`config.mk`:
```
export PLATFORM = sky130hd
export DESIGN_NAME = eag_top
export DESIGN_NICKNAME = d
export VERILOG_FILES = /design/src/rtl/eag_pkg.sv /design/src/rtl/eag_addend.sv /design/src/rtl/eag_byte_map.sv /design/src/rtl/eag_align.sv /design/src/rtl/eag_top.sv
export SDC_FILE = /design/constraint.sdc
export NUM_CORES = 1
export LEC_CHECK = 0
export CAP_MARGIN = 10
export CORE_ASPECT_RATIO = 2
export CORE_UTILIZATION = 30
export DETAILED_ROUTE_END_ITERATION = 16
export PLACE_DENSITY = 0.73
export SLEW_MARGIN = 20
export SYNTH_ARGS = -nofsm -noshare
export SYNTH_HDL_FRONTEND = slang
export SYNTH_SLANG_ARGS = --single-unit
```
`constraint.sdc`:
```
create_clock -name vclk -period 12
set_input_delay 2.4 -clock vclk [all_inputs]
set_output_delay 2.4 -clock vclk [all_outputs]
set_load 0.02 [all_outputs]
```
`src/rtl/eag_pkg.sv`:
```
package eag_pkg;
    localparam int unsigned EAG_ADDR_W    = 32;
    localparam int unsigned EAG_IMM_W     = 16;
    localparam int unsigned EAG_MAX_BYTES = 8;
    localparam int unsigned EAG_REGSEL_W  = 5;

    typedef enum logic {
        EAG_MODE_IMM = 1'b0,
        EAG_MODE_IDX = 1'b1
    } eag_mode_e;
endpackage

```
`src/rtl/eag_addend.sv`:
```
module eag_addend #(
    parameter int unsigned ADDR_W  = 32,
    parameter int unsigned IMM_W   = 16,
    parameter int unsigned REGSEL_W = 5
) (
    input  logic [REGSEL_W-1:0] base_idx,
    input  logic [ADDR_W-1:0]   base_val,
    input  logic [ADDR_W-1:0]   index_val,
    input  logic [IMM_W-1:0]    imm_offset,
    input  eag_pkg::eag_mode_e  addr_mode,
    output logic [ADDR_W-1:0]   ea
);
    localparam int unsigned EXT_W = ADDR_W - IMM_W;

    logic [ADDR_W-1:0] base_op;
    logic [ADDR_W-1:0] off_op;
    logic [ADDR_W:0]   sum_full;

    always_comb begin
        base_op = (base_idx == '0) ? '0 : base_val;
        unique case (addr_mode)
            eag_pkg::EAG_MODE_IMM: off_op = {{EXT_W{imm_offset[IMM_W-1]}}, imm_offset};
            eag_pkg::EAG_MODE_IDX: off_op = index_val;
            default:               off_op = '0;
        endcase
        // carry out of the top bit is discarded
        sum_full = {1'b0, base_op} + {1'b0, off_op};
        ea       = sum_full[ADDR_W-1:0];
    end

    always_comb begin
        if (base_idx == '0 && addr_mode == eag_pkg::EAG_MODE_IDX) begin
            p_zero_base_r3: assert (ea == index_val)
                else $error("zero base did not pass index through");
        end
    end
endmodule

```
`src/rtl/eag_byte_map.sv`:
```
module eag_byte_map #(
    parameter int unsigned ADDR_W    = 32,
    parameter int unsigned MAX_BYTES = 8,
    parameter int unsigned LENC_W    = 2
) (
    input  logic [ADDR_W-1:0]           ea,
    input  logic [LENC_W-1:0]           len_code,
    output logic [MAX_BYTES*ADDR_W-1:0] byte_addr,
    output logic [MAX_BYTES-1:0]        byte_valid,
    output logic                        wrap
);
    logic [ADDR_W-1:0] n_bytes;
    logic [ADDR_W-1:0] last_addr;

    assign n_bytes   = ADDR_W'(1) << len_code;
    assign last_addr = ea + n_bytes - ADDR_W'(1);
    assign wrap      = (last_addr < ea);

    for (genvar i = 0; i < MAX_BYTES; i++) begin : g_lane
        logic in_use;
        assign in_use        = (ADDR_W'(i) < n_bytes);
        assign byte_valid[i] = in_use;
        assign byte_addr[i*ADDR_W +: ADDR_W] = in_use ? (ea + ADDR_W'(i)) : '0;
    end

    always_comb begin
        p_lane0_r6: assert (byte_valid[0] && byte_addr[ADDR_W-1:0] == ea)
            else $error("lane 0 does not carry ea");
        if (wrap) begin
            p_wrap_len_r7: assert (len_code != '0)
                else $error("single byte cannot wrap");
        end
    end
endmodule

```
`src/rtl/eag_align.sv`:
```
module eag_align #(
    parameter int unsigned LENC_W = 2
) (
    input  logic [1:0]        ea_low,
    input  logic [LENC_W-1:0] len_code,
    input  logic              little_endian,
    input  logic              str_mult,
    output logic              align_exc
);
    logic word_or_more;
    logic off_word;
    logic exempt;

    always_comb begin
        word_or_more = (len_code >= LENC_W'(2));
        off_word     = (ea_low != 2'b00);
        exempt       = little_endian & str_mult;
        align_exc    = word_or_more & off_word & ~exempt;
    end

    always_comb begin
        if (!word_or_more) begin
            p_small_no_exc_r8: assert (!align_exc)
                else $error("short operand flagged");
        end
    end
endmodule

```
`src/rtl/eag_top.sv`:
```
module eag_top #(
    parameter int unsigned ADDR_W    = eag_pkg::EAG_ADDR_W,
    parameter int unsigned IMM_W     = eag_pkg::EAG_IMM_W,
    parameter int unsigned MAX_BYTES = eag_pkg::EAG_MAX_BYTES,
    parameter int unsigned REGSEL_W  = eag_pkg::EAG_REGSEL_W,
    localparam int unsigned LENC_W   = $clog2($clog2(MAX_BYTES) + 1)
) (
    input  logic [REGSEL_W-1:0]         base_idx,
    input  logic [ADDR_W-1:0]           base_val,
    input  logic [ADDR_W-1:0]           index_val,
    input  logic [IMM_W-1:0]            imm_offset,
    input  logic                        addr_mode,
    input  logic [LENC_W-1:0]           len_code,
    input  logic                        little_endian,
    input  logic                        str_mult,
    output logic [ADDR_W-1:0]           ea,
    output logic [MAX_BYTES*ADDR_W-1:0] byte_addr,
    output logic [MAX_BYTES-1:0]        byte_valid,
    output logic                        wrap,
    output logic                        align_exc
);
    eag_pkg::eag_mode_e mode_e;
    assign mode_e = eag_pkg::eag_mode_e'(addr_mode);

    eag_addend #(.ADDR_W(ADDR_W), .IMM_W(IMM_W), .REGSEL_W(REGSEL_W)) u_addend (
        .base_idx   (base_idx),
        .base_val   (base_val),
        .index_val  (index_val),
        .imm_offset (imm_offset),
        .addr_mode  (mode_e),
        .ea         (ea)
    );

    eag_byte_map #(.ADDR_W(ADDR_W), .MAX_BYTES(MAX_BYTES), .LENC_W(LENC_W)) u_map (
        .ea         (ea),
        .len_code   (len_code),
        .byte_addr  (byte_addr),
        .byte_valid (byte_valid),
        .wrap       (wrap)
    );

    eag_align #(.LENC_W(LENC_W)) u_align (
        .ea_low        (ea[1:0]),
        .len_code      (len_code),
        .little_endian (little_endian),
        .str_mult      (str_mult),
        .align_exc     (align_exc)
    );

    always_comb begin
        if (align_exc) begin
            p_exc_misaligned_r9: assert (ea[1:0] != 2'b00 && !(little_endian && str_mult))
                else $error("exception on aligned or exempt access");
        end
        if (little_endian && str_mult) begin
            p_strmult_exempt_r10: assert (!align_exc)
                else $error("exempt transfer flagged");
        end
    end
endmodule

```
# ---- Word level (Yosys, flattened, before mapping)
# Cells that the tools add are included.
dict set report op_classes {
  n_addsub 10
  order_cmp 10
  shift 1
  mux 10
  bitwise 5
  reduce_logical 2
}
# op count
set op_table {}
lappend op_table {{$mux W32} 9}
lappend op_table {{$add A32 B3 Y32 const B} 4}
lappend op_table {{$lt A3 B32 Y1 const A} 4}
lappend op_table {{$add A32 B2 Y32 const B} 2}
lappend op_table {{$add A32 B32 Y32} 2}
lappend op_table {{$lt A1 B32 Y1 const A} 2}
lappend op_table {{$lt A2 B32 Y1 const A} 2}
lappend op_table {{$pmux W32 S2} 1}
lappend op_table {{$add A32 B1 Y32 const B} 1}
lappend op_table {{$lt A32 B32 Y1} 1}
lappend op_table {{$shl A1 B2 Y32 const A} 1}
lappend op_table {{$sub A32 B1 Y32 const B} 1}
lappend op_table {{$logic_not A5 Y1} 1}
lappend op_table {{$and A1 B1 Y1} 3}
lappend op_table {{$ge A2 B2 Y1 const B} 1}
lappend op_table {{$not A1 Y1} 2}
lappend op_table {{$reduce_bool A2 Y1} 1}
dict set report word_totals {
  ff_bits 0
  word_cells 38
}

# ---- Longest topological paths before layout
# Gate-level depths: netlist (run 1).
dict set report depth {
  ltp_word 6
  depth_mapped 42
  depth_no_buf 40
}

# ---- By module
# From an unflattened synthesis (run 1), not the netlist that was laid out.
dict set report unflattened {
  cells_unflattened 1546
  hier_area_um2 9942.0
}
# mod instances cells_per_inst area_per_inst_um2 seq_area_each_um2
set modules_own_cells {}
lappend modules_own_cells {eag_byte_map 1 1221 7604.8 0.0}
lappend modules_own_cells {eag_addend 1 323 2323.5 0.0}
lappend modules_own_cells {eag_align 1 2 13.8 0.0}

# ---- Least setup slack after synthesis (run 1)
# No wires, ideal clock.
dict set report synth_path {
  kind {input -> output}
  from {input base_idx[0]}
  to {output wrap}
  arrival_time_ps 10132
  t_required_ps 9600
  setup_slack_ps -532
  cell_stages 41
  n_path_buf 2
  path_cell_list {or4_1 > nor2_1 > clkbuf_1 > nor2b_1 > ha_1 > inv_1 > fa_1 > nor2b_1 > o31a_1 > o211a_1 > o21a_1 > o21ai_1 > a21boi_0 > o21a_1 > o311a_1 > buf_2 > inv_1 > ha_1 > [5 not listed] > a211oi_1 > nor4_1 > o31a_1 > o21bai_1 > a21oi_1 > xor2_1 > ha_1 > a21oi_1 > nor2b_1 > o21ai_0 > nand2b_1 > a21oi_1 > nor2b_1 > o21ai_0 > nand2b_1 > a21oi_1 > o311ai_0 > o31ai_1}
}
dict set report synth_via {
  elab_chain_len 6
}
# item line
set synth_rtl {}
lappend synth_rtl {{from (decl)} eag_top.sv:8} ;# input logic [REGSEL_W-1:0] base_idx,
lappend synth_rtl {{$logic_not A5 Y1 (*)} --}
lappend synth_rtl {{$mux W32 (*)} eag_addend.sv:20} ;# base_op = (base_idx == '0) ? '0 : base_val;
lappend synth_rtl {{$add A32 B32 Y32 (*)} eag_addend.sv:27} ;# sum_full = {1'b0, base_op} + {1'b0, off_op};
lappend synth_rtl {{named net ea[14]} eag_top.sv:16} ;# output logic [ADDR_W-1:0] ea,
lappend synth_rtl {{$add A32 B32 Y32} eag_byte_map.sv:16} ;# assign last_addr = ea + n_bytes - ADDR_W'(1);
lappend synth_rtl {{$sub A32 B1 Y32} eag_byte_map.sv:16}
lappend synth_rtl {{$lt A32 B32 Y1 (*)} eag_byte_map.sv:17} ;# assign wrap = (last_addr < ea);
lappend synth_rtl {{to (decl)} eag_top.sv:19} ;# output logic wrap,
# Mark *: on every way through the listed nets, which the timed path passes. The rest lies on a longest branch.

# ---- Final worst setup path (run 1)
dict set report layout_path {
  from {input base_idx[4]}
  to {output wrap}
}
dict set report layout_via {
  elab_chain_len 6
}
# item line
set layout_rtl {}
lappend layout_rtl {{$logic_not A5 Y1 (*)} --}
lappend layout_rtl {{$mux W32 (*)} eag_addend.sv:20}
lappend layout_rtl {{$add A32 B32 Y32 (*)} eag_addend.sv:27}
lappend layout_rtl {{$add A32 B32 Y32} eag_byte_map.sv:16}
lappend layout_rtl {{$sub A32 B1 Y32} eag_byte_map.sv:16}
lappend layout_rtl {{$lt A32 B32 Y1 (*)} eag_byte_map.sv:17}
# Every way passes the cells marked *; elsewhere a longest branch is shown, timed or not.

==> results of run 1 <==
-- final cells by class --
type,instances,area [um^2]
fill,3266,16300
tap,423,529
multi-input combinational,1315,8980
inverter,86,325
timing repair buffer,593,5440
-- power by group through the flow --
stage                     Sequential, mW  Combinational [mW]  Clock, mW
after floorplan                        0                1.43          0
after global placement                 0                2.44          0
after detailed placement               0                2.46          0
after CTS                              0                2.51          0
after global routing                   0                2.72          0
final                                  0                2.52          0
-- worst max-delay path, delay by kind of cell --
kind	cells	cell delay, ns
AOI/OAI and AO/OA	20	3.58
and+or+nand+nor	12	1.92
adders and majority gates	3	0.78
buffers and inverters	5	0.74
xor gates and xnor gates	1	0.16
-- metrics by stage --
| step | hold WS, ns | util | std cells |
|---|---|---|---|
| 3_5_place_dp | 5.86 | 0.481 | 2412 |
| 2_1_floorplan | 4.93 | - | 1494 |
| 5_1_grt | 5.88 | 0.484 | 2417 |
| 6_report | 5.85 | 0.484 | 2417 |
| 4_1_cts | 5.86 | 0.484 | 2416 |
| 3_3_place_gp | 5.84 | 0.481 | 2412 |
-- logic make-up (layout without fill, tap and decap cells) --
kind of cell / Yosys count / after routing
AOI/OAI and AO/OA: 241 / 241
xor gates and xnor gates: 244 / 244
adders and majority gates: 126 / 126
buffers and inverters: 179 / 679
muxes: 15 / 15
other: 1 / 1
and+or+nand+nor: 688 / 688
-- cells in the final DEF, fill, tap and decap left out, types with 5 or more instances in the layout --
cell type        Yosys  layout
or2_2                6       5
buf_4               11     203
inv_1               73      72
o21bai_1             9       9
o21ai_0             54      52
dlygate4sd2_1        0       5
a31oi_1              6       6
nor3_2               7       7
o21a_1              10      10
nand2b_1            13      13
or3_1               18      18
a21oi_1             84      81
xor2_1              46      45
a21o_1              15      15
clkdlybuf4s50_1      0     381
mux2_2              14      14
xor2_2               4       5
nand2_1            142     141
and3_1              15      14
nand4_1             13      13
ha_1               123     121
xnor2_2              4       5
xnor2_1            189     188
and2_1              24      24
nor4_2               5       5
nor4_1               9       9
nor2_1             265     262
nand3_1             67      67
inv_2                8       9
nor2b_1             42      42
nor3_1              37      36
-- path summary, 6_finish.rpt --
kind                         from         to  slack (ns)
worst max-delay path  base_idx[4]       wrap        0.02
worst min-delay path     str_mult  align_exc        5.85
-- timing repair --
item / in CTS / in global routing
gates resized for setup: 21 / 5
pin swaps: 29 / 10
buffers inserted: 5 / 1
setup endpoints to repair: 1 / 1
-- metal layers --
metal | GRT usage | share of wire | up-vias | routed length (um)
met5 | 0 | 0 | - | 0
met4 | 0.128 | 0.055 | 0 | 2530
met3 | 0.0153 | 0.042 | 124 | 1920
met2 | 0.535 | 0.54 | 469 | 24700
met1 | 0.289 | 0.37 | 5753 | 16900
li1 | - | - | 5997 | -
==> impl_metrics.ini, run 1 <==
[outcome]
status = completed

[worst_setup_path]
cpPeakStageDelay_ns = 0.56
crit_fanout = 7
critPathKind = in2out
worstSetupEndpointType = primary output
crit_path_start_kind = input port
cp_slowest_cell = or4_4
crit_arrival_ns = 9.58
cp_common_cell = nor2b_1
crit_required_ns = 9.60

[die]
die_h_um = 255
coreArea_um2 = 31500
dieArea_um2 = 32900
io_pins = 388
rows = 92
fp.dieW_um = 129
initial_core_util = 0.305

[timing]
tns_ns = 0
rsz0062_at_grt = true
maxSlewHeadroom = 0.394
worst_slack_ns = 0.0204
tightest_slew_ns = 0.907
post-route-period-util = 0.998
hold_violations = 0
finalMaxSlewViolations = 0
fmax_mhz = 83.5
post-route-min-period_ns = 11.98
setup_viol_count_final = 0

[routing]
wl_per_cell_um = 19.1
drt_iter0_drc = 605
drt-pass1-iter-count = 5
vias = 12300
wl_um = 46100
antenna_left = 0
drc_errors = 0
vias_per_cell = 5.11

[final_layout]
finalInstanceArea_um2 = 15300
drive_gt1_frac = 0.154
seq_cell_count = 0
nClkBuffers = 0
nNetsFinal = 2211
area_delta_synth_final_pct = 58.7
antenna_cells = 0
area.sequential_um2 = 0

[power]
seqPwrFrac = 0
total_power_mw = 2.52
power.density_nw_per_um2 = 165
switchingPower_mw = 1.36
switching_share = 0.542
vdd_drop_max_uv = 60.5
p_leak_nw = 6.28
pwr-share-clk = 0
p_int_mw = 1.15
comb_power_share = 1.000

[yosys]
yosysWarnings = 0
yosys-top-cells-area = xnor2_1 17%, ha_1 16%, nor2_1 10%
syn_avg_cell_area_um2 = 6.45
synth.most_common_cell = nor2_1
netlist_instances = 1494
synth_xor_area_frac = 0.230
yosys.cell_types.count = 93
synth_nets = 1709
synth_common_cells = 265 x nor2_1, 189 x xnor2_1, 142 x nand2_1
synth_compound_area_frac = 0.165
syn_area_um2 = 9630
muxShareOfSynthArea = 0.0174
synth_fa_ha_area_frac = 0.165
synth_top_family_by_area = simple AND/OR/NAND/NOR gates
synth_top_area_frac = 0.172
synth_top_cell_by_area = xnor2_1
synth-simple-area-share = 0.343
yosysSeqAreaShare = 0

[worst_hold_path]
hold_path.class = in2out
min_path_cells = 3

[run]
cap_violations = 0

[placement]
place.port_buffers = 387
dpl.hpwl_um = 39400
routabilityCongestion = 0.922
post_dp_cell_area_um2 = 15200
dp_slack_ns = -0.569

[cts]
postCtsHoldBufs = 0

[grt]
grt_pass1_vias = 12600
grt_max_degree = 79
antenna_found_initial = 0
overflow = 0
grt.total_usage = 0.274
grt_pass1_wl_um = 69800
No activity file was read; power rests on OpenSTA's default activity.
==> run 2: changes to the inputs <==
--- a/config.mk
+++ b/config.mk
@@ -7,9 +7,9 @@
 export LEC_CHECK = 0
 export CAP_MARGIN = 10
 export CORE_ASPECT_RATIO = 2
-export CORE_UTILIZATION = 30
+export CORE_UTILIZATION = 42
 export DETAILED_ROUTE_END_ITERATION = 16
-export PLACE_DENSITY = 0.73
+export PLACE_DENSITY = 0.93
 export SLEW_MARGIN = 20
 export SYNTH_ARGS = -nofsm -noshare
 export SYNTH_HDL_FRONTEND = slang
==> impl_metrics.ini, run 2 (same netlist as run 1, synthesis figures left out) <==
[worst_setup_path]
cp_slowest_cell = or4_4
cpPeakStageDelay_ns = 0.55
critPathKind = in2out
cp_common_cell = a21oi_2
crit_fanout = 3
worstSetupEndpointType = primary output
crit_required_ns = 9.60
crit_path_start_kind = input port
crit_arrival_ns = 9.70

[routing]
drt_iter0_drc = 1051
wl_um = 45600
wl_per_cell_um = 20.5
antenna_left = 0
vias = 12900
vias_per_cell = 5.80
drt-pass1-iter-count = 5
drc_errors = 0

[die]
die_h_um = 216
rows = 78
fp.dieW_um = 109
io_pins = 388
dieArea_um2 = 23600
coreArea_um2 = 22500
initial_core_util = 0.427

[timing]
worst_slack_ns = -0.0996
post-route-period-util = 1.01
setup_viol_count_final = 1
tns_ns = -0.0996
post-route-min-period_ns = 12.10
rsz0062_at_grt = true
maxSlewHeadroom = 0.236
fmax_mhz = 82.6
finalMaxSlewViolations = 0
whs_ns = 5.85
tightest_slew_ns = 1.14
hold_violations = 0

[grt]
grt_pass1_vias = 12900
gr-max-usage-layer = met2
grt_max_degree = 65
grtUsageMet3 = 0.0580
globalRouteMet1Util = 0.381
overflow = 0
grt.total_usage = 0.373
antenna_found_initial = 0
grt_pass1_wl_um = 68300
gr-usage-met2 = 0.684

[final_layout]
final_cell_count_no_fill = 2220
nClkBuffers = 0
area.sequential_um2 = 0
area_delta_synth_final_pct = 53.0
seq_cell_count = 0
nNetsFinal = 2157
final_util = 0.654
antenna_cells = 0
drive_gt1_frac = 0.137
final_common_cell = clkdlybuf4s50_1
layout_common_cells = 381 x clkdlybuf4s50_1, 262 x nor2_1, 188 x xnor2_1

[outcome]
failed_checks = negative setup slack
status = finished, violations left

[cts]
postCtsHoldBufs = 0

[placement]
dpl.hpwl_um = 36100
dp_cells = 2205
routabilityCongestion = 1.02
place.port_buffers = 387

[power]
p_leak_nw = 6.02
vdd_drop_max_uv = 74.4
power.density_nw_per_um2 = 169

[run]
cap_violations = 0

[worst_hold_path]
hold_path.class = in2out
-- run 2: final timing paths --
kind	from	cells after the start	to
worst max-delay path	base_idx[4]	40	wrap
worst min-delay path	little_endian	3	align_exc
-- run 2: cell type report --
type / count / area, um^2
fillers: 1898 / 7810
inverters: 86 / 325
repair buffers: 539 / 5000
multi-input cells: 1315 / 9060
well taps: 280 / 350
-- run 2: timing repair --
| action | in CTS | in global routing |
|---|---|---|
| buffers inserted | 13 | 2 |
| pin swaps | 30 | 18 |
| setup endpoints to repair | 1 | 1 |
| gates resized for setup | 30 | 17 |
-- run 2: report_power, final --
group	total (mW)	internal, mW	switching (mW)
Sequential	0	0	0
Clock	0	0	0
Combinational	2.49	1.08	1.41
-- run 2: per-layer routing --
| layer | share of wire | vias to the layer above |
|---|---|---|
| li1 | - | 5896 |
| met1 | 0.34 | 6008 |
| met2 | 0.51 | 719 |
| met3 | 0.073 | 245 |
| met4 | 0.076 | 0 |
| met5 | 0 | - |
-- run 2: per-stage QoR --
step / area [um^2] / power, mW / setup slack [ns]
5_1_grt: 14700 / 2.66 / -0.440
6_report: 14700 / 2.49 / -0.0996
3_3_place_gp: 14500 / 2.24 / -0.354
2_1_floorplan: 9660 / 1.43 / 0.0278
3_5_place_dp: 14500 / 2.32 / -0.750
4_1_cts: 14600 / 2.37 / 0.00535
-- run 2: worst max-delay path: cells and delay by family --
family	cells	cell delay, ns
AO/OA/AOI/OAI	21	4.02
XOR/XNOR	1	0.16
AND/OR/NAND/NOR	10	1.69
buffers and inverters	5	0.68
adder cells (fa/ha/maj)	3	0.73
